$ cat src/rtl/sobel_dir_pkg.sv
package sobel_dir_pkg;

  localparam int N_ORIENT = 4;
  localparam int N_TAPS   = 9;

  typedef logic [1:0] orient_t;
  typedef logic [2:0] dir_t;

  // orientation index doubles as tie priority (lower wins)
  localparam orient_t ORI_DIAG_A = 2'd0;
  localparam orient_t ORI_VERT   = 2'd1;
  localparam orient_t ORI_HORZ   = 2'd2;
  localparam orient_t ORI_DIAG_B = 2'd3;

  function automatic orient_t perp_of(input orient_t o);
    orient_t r;
    case (o)
      ORI_DIAG_A: r = ORI_DIAG_B;
      ORI_VERT:   r = ORI_HORZ;
      ORI_HORZ:   r = ORI_VERT;
      default:    r = ORI_DIAG_A;
    endcase
    return r;
  endfunction

  function automatic dir_t dir_code(input orient_t o, input logic neg);
    dir_t r;
    case (o)
      ORI_DIAG_A: r = {2'b11, neg};
      ORI_VERT:   r = {2'b01, neg};
      ORI_HORZ:   r = {2'b00, neg};
      default:    r = {2'b10, neg};
    endcase
    return r;
  endfunction

endpackage

$ cat src/rtl/sobel_rst_sync.sv
module sobel_rst_sync (
  input  logic clk,
  input  logic rst_n,
  output logic rst_sync_n
);
  logic [1:0] sync_q;
  logic [1:0] sync_d;

  always_comb sync_d = {sync_q[0], 1'b1};

  always_ff @(posedge clk or negedge rst_n) begin
    if (!rst_n) sync_q <= 2'b00;
    else        sync_q <= sync_d;
  end

  assign rst_sync_n = sync_q[1];
endmodule

$ cat src/rtl/sobel_grad_stage.sv
module sobel_grad_stage
  import sobel_dir_pkg::*;
#(
  parameter int PIX_W  = 8,
  localparam int GRAD_W = PIX_W + 3
) (
  input  logic                                 clk,
  input  logic                                 rst_n,
  input  logic                                 in_valid,
  input  logic [N_TAPS*PIX_W-1:0]              in_win,
  output logic [N_ORIENT-1:0][GRAD_W-1:0]      grad_q,
  output logic                                 v_q
);
  logic signed [GRAD_W-1:0] px [N_TAPS];
  logic [N_ORIENT-1:0][GRAD_W-1:0] grad_d;

  for (genvar t = 0; t < N_TAPS; t++) begin : g_tap
    assign px[t] = signed'({{(GRAD_W-PIX_W){1'b0}}, in_win[t*PIX_W +: PIX_W]});
  end

  // tap index = 3*row + col
  for (genvar g = 0; g < N_ORIENT; g++) begin : g_orient
    logic signed [GRAD_W-1:0] pos_s;
    logic signed [GRAD_W-1:0] neg_s;
    if (g == int'(ORI_DIAG_A)) begin : g_da
      assign pos_s = px[1] + (px[2] <<< 1) + px[5];
      assign neg_s = px[3] + (px[6] <<< 1) + px[7];
    end else if (g == int'(ORI_VERT)) begin : g_v
      assign pos_s = px[0] + (px[1] <<< 1) + px[2];
      assign neg_s = px[6] + (px[7] <<< 1) + px[8];
    end else if (g == int'(ORI_HORZ)) begin : g_h
      assign pos_s = px[2] + (px[5] <<< 1) + px[8];
      assign neg_s = px[0] + (px[3] <<< 1) + px[6];
    end else begin : g_db
      assign pos_s = px[3] + (px[0] <<< 1) + px[1];
      assign neg_s = px[7] + (px[8] <<< 1) + px[5];
    end
    assign grad_d[g] = pos_s - neg_s;
  end

  always_ff @(posedge clk or negedge rst_n) begin
    if (!rst_n) begin
      grad_q <= '0;
      v_q    <= 1'b0;
    end else begin
      v_q <= in_valid;
      if (in_valid) grad_q <= grad_d;
    end
  end
endmodule

$ cat src/rtl/sobel_dir_select.sv
module sobel_dir_select
  import sobel_dir_pkg::*;
#(
  parameter int GRAD_W = 11,
  localparam int MAG_W = GRAD_W - 1
) (
  input  logic [N_ORIENT-1:0][GRAD_W-1:0] grad,
  output logic [MAG_W-1:0]                max_mag,
  output logic [MAG_W-1:0]                perp_mag,
  output dir_t                            cand_dir
);
  logic [MAG_W-1:0] mag [N_ORIENT];
  logic [N_ORIENT-1:0] sgn;
  logic [GRAD_W-1:0] absv [N_ORIENT];
  orient_t best;

  always_comb begin
    for (int o = 0; o < N_ORIENT; o++) begin
      sgn[o]  = grad[o][GRAD_W-1];
      absv[o] = sgn[o] ? (~grad[o] + 1'b1) : grad[o];
      mag[o]  = absv[o][MAG_W-1:0];
    end
  end

  // strict compare keeps the lowest index on ties
  always_comb begin
    best = ORI_DIAG_A;
    for (int o = 1; o < N_ORIENT; o++) begin
      if (mag[o] > mag[best]) best = orient_t'(o);
    end
  end

  always_comb begin
    max_mag  = mag[best];
    perp_mag = mag[perp_of(best)];
    cand_dir = dir_code(best, sgn[best]);
  end
endmodule

$ cat src/rtl/sobel_thresh_stage.sv
module sobel_thresh_stage
  import sobel_dir_pkg::*;
#(
  parameter int MAG_W      = 10,
  parameter int THRESH     = 80,
  parameter int PERP_SHIFT = 3,
  localparam int SCORE_W   = MAG_W + 1
) (
  input  logic             clk,
  input  logic             rst_n,
  input  logic             en,
  input  logic [MAG_W-1:0] max_mag,
  input  logic [MAG_W-1:0] perp_mag,
  input  dir_t             cand_dir,
  output logic             out_valid,
  output logic             out_edge,
  output dir_t             out_dir
);
  logic [SCORE_W-1:0] score;
  logic               edge_d;
  dir_t               dir_d;

  always_comb begin
    score  = {1'b0, max_mag} + SCORE_W'(perp_mag >> PERP_SHIFT);
    edge_d = (score >= SCORE_W'(THRESH));
    dir_d  = edge_d ? cand_dir : 3'b000;
  end

  always_ff @(posedge clk or negedge rst_n) begin
    if (!rst_n) begin
      out_valid <= 1'b0;
      out_edge  <= 1'b0;
      out_dir   <= 3'b000;
    end else begin
      out_valid <= en;
      if (en) begin
        out_edge <= edge_d;
        out_dir  <= dir_d;
      end
    end
  end
endmodule

$ cat src/rtl/sobel_dir_kernel.sv
module sobel_dir_kernel
  import sobel_dir_pkg::*;
#(
  parameter int PIX_W      = 8,
  parameter int THRESH     = 80,
  parameter int PERP_SHIFT = 3
) (
  input  logic                    clk,
  input  logic                    rst_n,
  input  logic                    in_valid,
  input  logic [9*PIX_W-1:0]      in_win,
  output logic                    out_valid,
  output logic                    out_edge,
  output logic [2:0]              out_dir
);
  localparam int GRAD_W = PIX_W + 3;
  localparam int MAG_W  = GRAD_W - 1;

  logic rst_sync_n;
  logic [N_ORIENT-1:0][GRAD_W-1:0] grad_q;
  logic v1_q;
  logic [MAG_W-1:0] max_mag;
  logic [MAG_W-1:0] perp_mag;
  dir_t cand_dir;
  dir_t dir_q;

  sobel_rst_sync u_rst (
    .clk(clk), .rst_n(rst_n), .rst_sync_n(rst_sync_n)
  );

  sobel_grad_stage #(.PIX_W(PIX_W)) u_grad (
    .clk(clk), .rst_n(rst_sync_n), .in_valid(in_valid), .in_win(in_win),
    .grad_q(grad_q), .v_q(v1_q)
  );

  sobel_dir_select #(.GRAD_W(GRAD_W)) u_sel (
    .grad(grad_q), .max_mag(max_mag), .perp_mag(perp_mag), .cand_dir(cand_dir)
  );

  sobel_thresh_stage #(.MAG_W(MAG_W), .THRESH(THRESH), .PERP_SHIFT(PERP_SHIFT)) u_thr (
    .clk(clk), .rst_n(rst_sync_n), .en(v1_q), .max_mag(max_mag), .perp_mag(perp_mag),
    .cand_dir(cand_dir), .out_valid(out_valid), .out_edge(out_edge), .out_dir(dir_q)
  );

  assign out_dir = dir_q;
endmodule

$ cat config.mk
export PLATFORM = sky130hd
export DESIGN_NAME = sobel_dir_kernel
export DESIGN_NICKNAME = d
export VERILOG_FILES = /design/src/rtl/sobel_dir_pkg.sv /design/src/rtl/sobel_rst_sync.sv /design/src/rtl/sobel_grad_stage.sv /design/src/rtl/sobel_dir_select.sv /design/src/rtl/sobel_thresh_stage.sv /design/src/rtl/sobel_dir_kernel.sv
export SDC_FILE = /design/constraint.sdc
export NUM_CORES = 1
export LEC_CHECK = 0
export BUFFER_PORTS_ARGS = -buffer_cell sky130_fd_sc_hd__buf_4
export CORE_ASPECT_RATIO = 1.75
export CORE_MARGIN = 4
export CORE_UTILIZATION = 55
export DETAILED_ROUTE_END_ITERATION = 8
export PLACE_DENSITY_LB_ADDON = 0.3
export SYNTH_ARGS = -nofsm -noshare
export SYNTH_HDL_FRONTEND = slang
export SYNTH_SLANG_ARGS = --single-unit
$ cat constraint.sdc
create_clock -name clk -period 3.05 [get_ports clk]
set_input_delay 0.1525 -clock clk [delete_from_list [all_inputs] [get_ports clk]]
set_output_delay 0.1525 -clock clk [all_outputs]
set_load 0.1 [all_outputs]
==> results of run 1 <==
==> cells by family after synthesis <==
family | synth area share
AO/OA/AOI/OAI | 0.205
adder cells (fa/ha/maj) | 0.349
AND/OR/NAND/NOR | 0.111
buffers and inverters | 0.0737
XOR/XNOR | 0.0926
flip-flops | 0.134
multiplexers | 0.0351
other | 0.000385
==> repair_timing <==
| item | in CTS |
|---|---|
| hold buffers | 1 |
| setup buffers | 31 |
| setup endpoints to repair | 32 |
| hold endpoints to repair | 2 |
| resized for setup | 173 |
| pin swaps | 160 |
| gates cloned | 1 |
==> stage by stage <==
step | std cells | hold WS [ns]
4_1_cts | 1781 | 0.145
2_1_floorplan | 1117 | -0.143
3_3_place_gp | 1742 | -0.0653
3_5_place_dp | 1742 | -0.0641
==> routing by layer <==
metal | global-route usage | GRT overflow
met4 | 0.879 | 96
met2 | 0.973 | 215
met5 | 0.105 | 0
met3 | 0.605 | 0
met1 | 0.753 | 1
==> flow_summary_export.csv, run 1 <==
group,metric,value,unit
status,status,"aborted with a tool error",
status,haltStage,"5_1_grt",
status,firstError,"[ERROR GRT-0232] Routing congestion too high. Check the congestion heatmap in the GUI.",
floorplanning,core.rowCount,64,
timing,grt-worst-endpoint,"u_thr.out_dir[0]$_DFFE_PN0P_/D",
floorplanning,die_w,109,µm
synth,ys_seq_area_frac,0.134,
placement,gp_congestion,1.04,
clock_tree,htreeDepth,2,
placement,hpwl,30500,µm
clock_tree,clockBufferDepth,2,
synth,synth_area,9740,µm²
synth,synthesis.nets,1417,
synth,yosysTopAreaCell,"ha_1",
synth,syn_avg_cell_area,8.72,µm²
floorplanning,die_h,184,µm
placement,io_buffers,71,
floorplanning,initial_utilization,0.558,
synth,synth_top_area_frac,0.189,
synth,synth.top_cells.by_count,"inv_1, ha_1, a21oi_1, fa_1, xnor2_1",
global_route,grt_start_max_net_pins,44,
synth,post-synth-top-count-cell,"inv_1",
clock_tree,cts_root_buf,"clkbuf_16",
clock_tree,cts_num_sinks,52,
synth,syn_inst,1117,
global_route,grt_usage,0.787,
synth,synth_area_leaders,"ha_1, fa_1, dfrtp_1, inv_1, xnor2_1",
synth,synth_edf_count,0,
synth,synth.ff_latch_count,52,
global_route,gr-total-overflow,312,
floorplanning,pin_count,80,
clock_tree,numCtsBuffers,5,
placement,place_ws,-4.43,ns
synth,yosys_most_used_dff,"dfrtp_1",
timing,worst-ep-kind,"sequential cell input",
synth,yosys_warnings,0,
synth,async_reset_ff_frac,1.00,
synth,synth_cell_types,71,
placement,dpl-instance-area,13600,µm²
==> run 2: changes to the inputs <==
--- a/config.mk
+++ b/config.mk
@@ -6,11 +6,10 @@
 export NUM_CORES = 1
 export LEC_CHECK = 0
 export BUFFER_PORTS_ARGS = -buffer_cell sky130_fd_sc_hd__buf_4
-export CORE_ASPECT_RATIO = 1.75
 export CORE_MARGIN = 4
-export CORE_UTILIZATION = 55
+export CORE_UTILIZATION = 40
 export DETAILED_ROUTE_END_ITERATION = 8
-export PLACE_DENSITY_LB_ADDON = 0.3
+export PLACE_DENSITY_LB_ADDON = 0.15
 export SYNTH_ARGS = -nofsm -noshare
 export SYNTH_HDL_FRONTEND = slang
 export SYNTH_SLANG_ARGS = --single-unit
==> run 2 against run 1 <==
  * The flow now finishes, with violations (setup timing)
  * Synthesized cell count unchanged
  * Synthesized area unchanged
==> flow_summary_export.csv, run 2 <==
group,metric,value,unit
critical_path,crit_path_end,"u_thr.out_dir[0]",
finish,stdcell_count,1890,
timing,grt_setup_unrepaired,"true",
clock_tree,numCtsBuffers,5,
global_route,grt_first_pass_wirelength,52000,µm
drt,drt-vias-per-instance,5.13,
clock_tree,insertion_delay,0.30,ns
floorplanning,die_h,164,µm
timing,period_share,2.40,
critical_path,end_kind,"flop",
finish,largest_register,"u_grad.grad_q",
synth,post-synth-top-count-cell,"inv_1",
drt,totalWireLength,32700,µm
clock_tree,clockBufferDepth,2,
global_route,grt_usage,0.244,
drt,vias,9704,
floorplanning,die_area,26900,µm²
timing,fmax,136,MHz
timing,hold_violations,0,
synth,yosysTopAreaCell,"ha_1",
synth,synthesis.nets,1417,
finish,nets,1870,
finish,n_fill_cell,1882,
synth,synth_cell_types,71,
synth,synth_edf_count,0,
drt,wl_met1,14800,µm
min_path,hold_class,"primary input to async pin",
critical_path,critPathTopFamily,"compound AO/OA/AOI/OAI gates",
critical_path,path_buf_inv,2,
synth,async_reset_ff_frac,1.00,
drt,wl_per_cell,17.3,µm
drt,routed.top_layer,"met4",
synth,synth.top_cells.by_count,"inv_1, ha_1, a21oi_1, fa_1, xnor2_1",
floorplanning,pin_count,80,
finish,top_regs,"u_grad.grad_q (44), u_thr.out_dir (3), u_rst.sync_q (2)",
finish,diodes,0,
critical_path,r2r-start,"u_grad.grad_q[15]",
clock_tree,cts_num_sinks,52,
synth,synth_area,9740,µm²
critical_path,startpoint,"u_grad.grad_q[15]",
finish,largest_reg_flops,44,
critical_path,cp_max_fo,5,
floorplanning,die_w,164,µm
critical_path,path_class,"flop to flop",
critical_path,r2r_cells,34,
timing,fin_skew,0.00779,ns
finish,final_common_cell,"buf_4",
critical_path,cp.required,3.23,ns
finish,layout-drive-gt1-share,0.474,
drt,final_antenna_net_count,0,
timing,slew_headroom,0.483,
drt,drtIter0Drc,373,
placement,io_buffers,71,
clock_tree,cts_tree,"done",
clock_tree,clkSlewWorstSetupHoldPaths,0.07,ns
global_route,antenna_found_initial,0,
timing,setup_viol,25,
synth,syn_inst,1117,
clock_tree,cts_root_buf,"clkbuf_16",
timing,worst_slew_pin_slew,0.776,ns
synth,synth.ff_latch_count,52,
status,violations,"setup timing",
critical_path,cp_slowest_stage_delay,0.47,ns
critical_path,cp.depth,34,
floorplanning,core,23800,µm²
drt,drt_pass1_iterations,5,
placement,gp_congestion,0.884,
floorplanning,core.rowCount,56,
critical_path,slowest_stage,"a2111o_1",
synth,ys_seq_area_frac,0.134,
status,status,"finished, violations left",
timing,finalWorstSetupSlack,-4.28,ns
critical_path,r2r_slack,-4.28,ns
synth,syn_avg_cell_area,8.72,µm²
drt,wl_met2,15900,µm
drt,wl_met3,1110,µm
synth,yosys_most_used_dff,"dfrtp_1",
global_route,grt_pass1_vias,9995,
finish,final_cell_mix,"buf_4, inv_1, ha_1",
timing,fin_crit,7.33,ns
floorplanning,initial_utilization,0.410,
job,maxCapViolCount,0,
critical_path,path_common_cell,"a21o_1",
global_route,grt_start_max_net_pins,44,
placement,dp_cells,1823,
synth,synth_area_leaders,"ha_1, fa_1, dfrtp_1, inv_1, xnor2_1",
finish,area_growth,61.9,%
critical_path,worstReg2RegEnd,"u_thr.out_dir[0]",
synth,yosys_warnings,0,
drt,drc_errors,0,
placement,hpwl,27000,µm
clock_tree,htreeDepth,2,
synth,synth_top_area_frac,0.189,
critical_path,start_kind,"flop",
critical_path,arrival,7.51,ns
timing,slew_violations,0,
global_route,gr-total-overflow,0,
-- run 2: cell counts after synthesis --
Identical to the previous run, type by type.
-- run 2: per-stage QoR --
stage	worst slack [ns]	hold WS [ns]	TNS, ns	util	area, µm²
2_1_floorplan	-4.17	-0.143	-22.24	-	10300
3_3_place_gp	-4.22	-0.0646	-36.41	0.576	13700
3_5_place_dp	-4.36	-0.0649	-37.33	0.576	13700
4_1_cts	-4.19	0.153	-23.88	0.629	14900
5_1_grt	-4.68	0.172	-29.51	0.664	15800
6_report	-4.28	0.160	-24.99	0.664	15800
-- run 2: what timing repair did --
item | in CTS | in global routing
gates cloned | 0 | 2
resized for setup | 153 | 117
setup endpoints to repair | 28 | 30
pin swaps | 150 | 91
endpoints found under the hold margin | 2 | 0
hold buffers | 1 | 0
setup buffers | 45 | 24
-- run 2: how the worst min path moves through the flow --
stage / slack, ns / start / endpoint
after global placement: -0.06 / rst_n / u_rst.sync_q[0]
after detailed placement: -0.06 / rst_n / u_rst.sync_q[0]
final: 0.16 / rst_n / u_rst.sync_q[1]
after CTS: 0.15 / rst_n / u_rst.sync_q[1]
after floorplan: -0.14 / rst_n / u_rst.sync_q[0]
after global routing: 0.17 / rst_n / u_rst.sync_q[1]
-- run 2: layer usage --
layer	global-route usage	vias up
li1	-	4784
met1	0.326	4683
met2	0.418	185
met3	0.0299	52
met4	0.0660	0
met5	0	-
-- run 2: cell type report --
type | count | area, µm² | area share
multi-input combinational | 874 | 9530 | 0.604
timing repair buffer | 466 | 3730 | 0.237
sequential | 52 | 1300 | 0.0827
inverter | 171 | 642 | 0.0407
tap | 319 | 399 | 0.0253
clock buffer | 7 | 133 | 0.00841
clock inverter | 1 | 30.0 | 0.00190
-- run 2: worst register-to-register path: cells and delay by family, from the launching register on --
kind,cells,cell delay [ns]
AND/OR/NAND/NOR,9,1.48
flip-flops,1,0.41
AO/OA/AOI/OAI,17,3.52
XOR/XNOR,1,0.15
buffers and inverters,2,0.32
adder cells (fa/ha/maj),5,1.31
-- run 2: cell families (layout without fill, tap and decap cells) --
logic type / Yosys count / after routing / synth area share
and+or+nand+nor: 220 / 220 / 0.111
AOI/OAI and AO/OA: 294 / 294 / 0.205
DFF: 52 / 52 / 0.134
other: 1 / 1 / 0.000385
xor gates and xnor gates: 103 / 103 / 0.0926
adders and majority gates: 225 / 225 / 0.349
muxes: 31 / 31 / 0.0351
buffers and inverters: 191 / 645 / 0.0737
Power of run 2 is left out: the tool's default activity adds up to more than one toggle a clock period on the data nets, which glitch-free logic cannot reach.
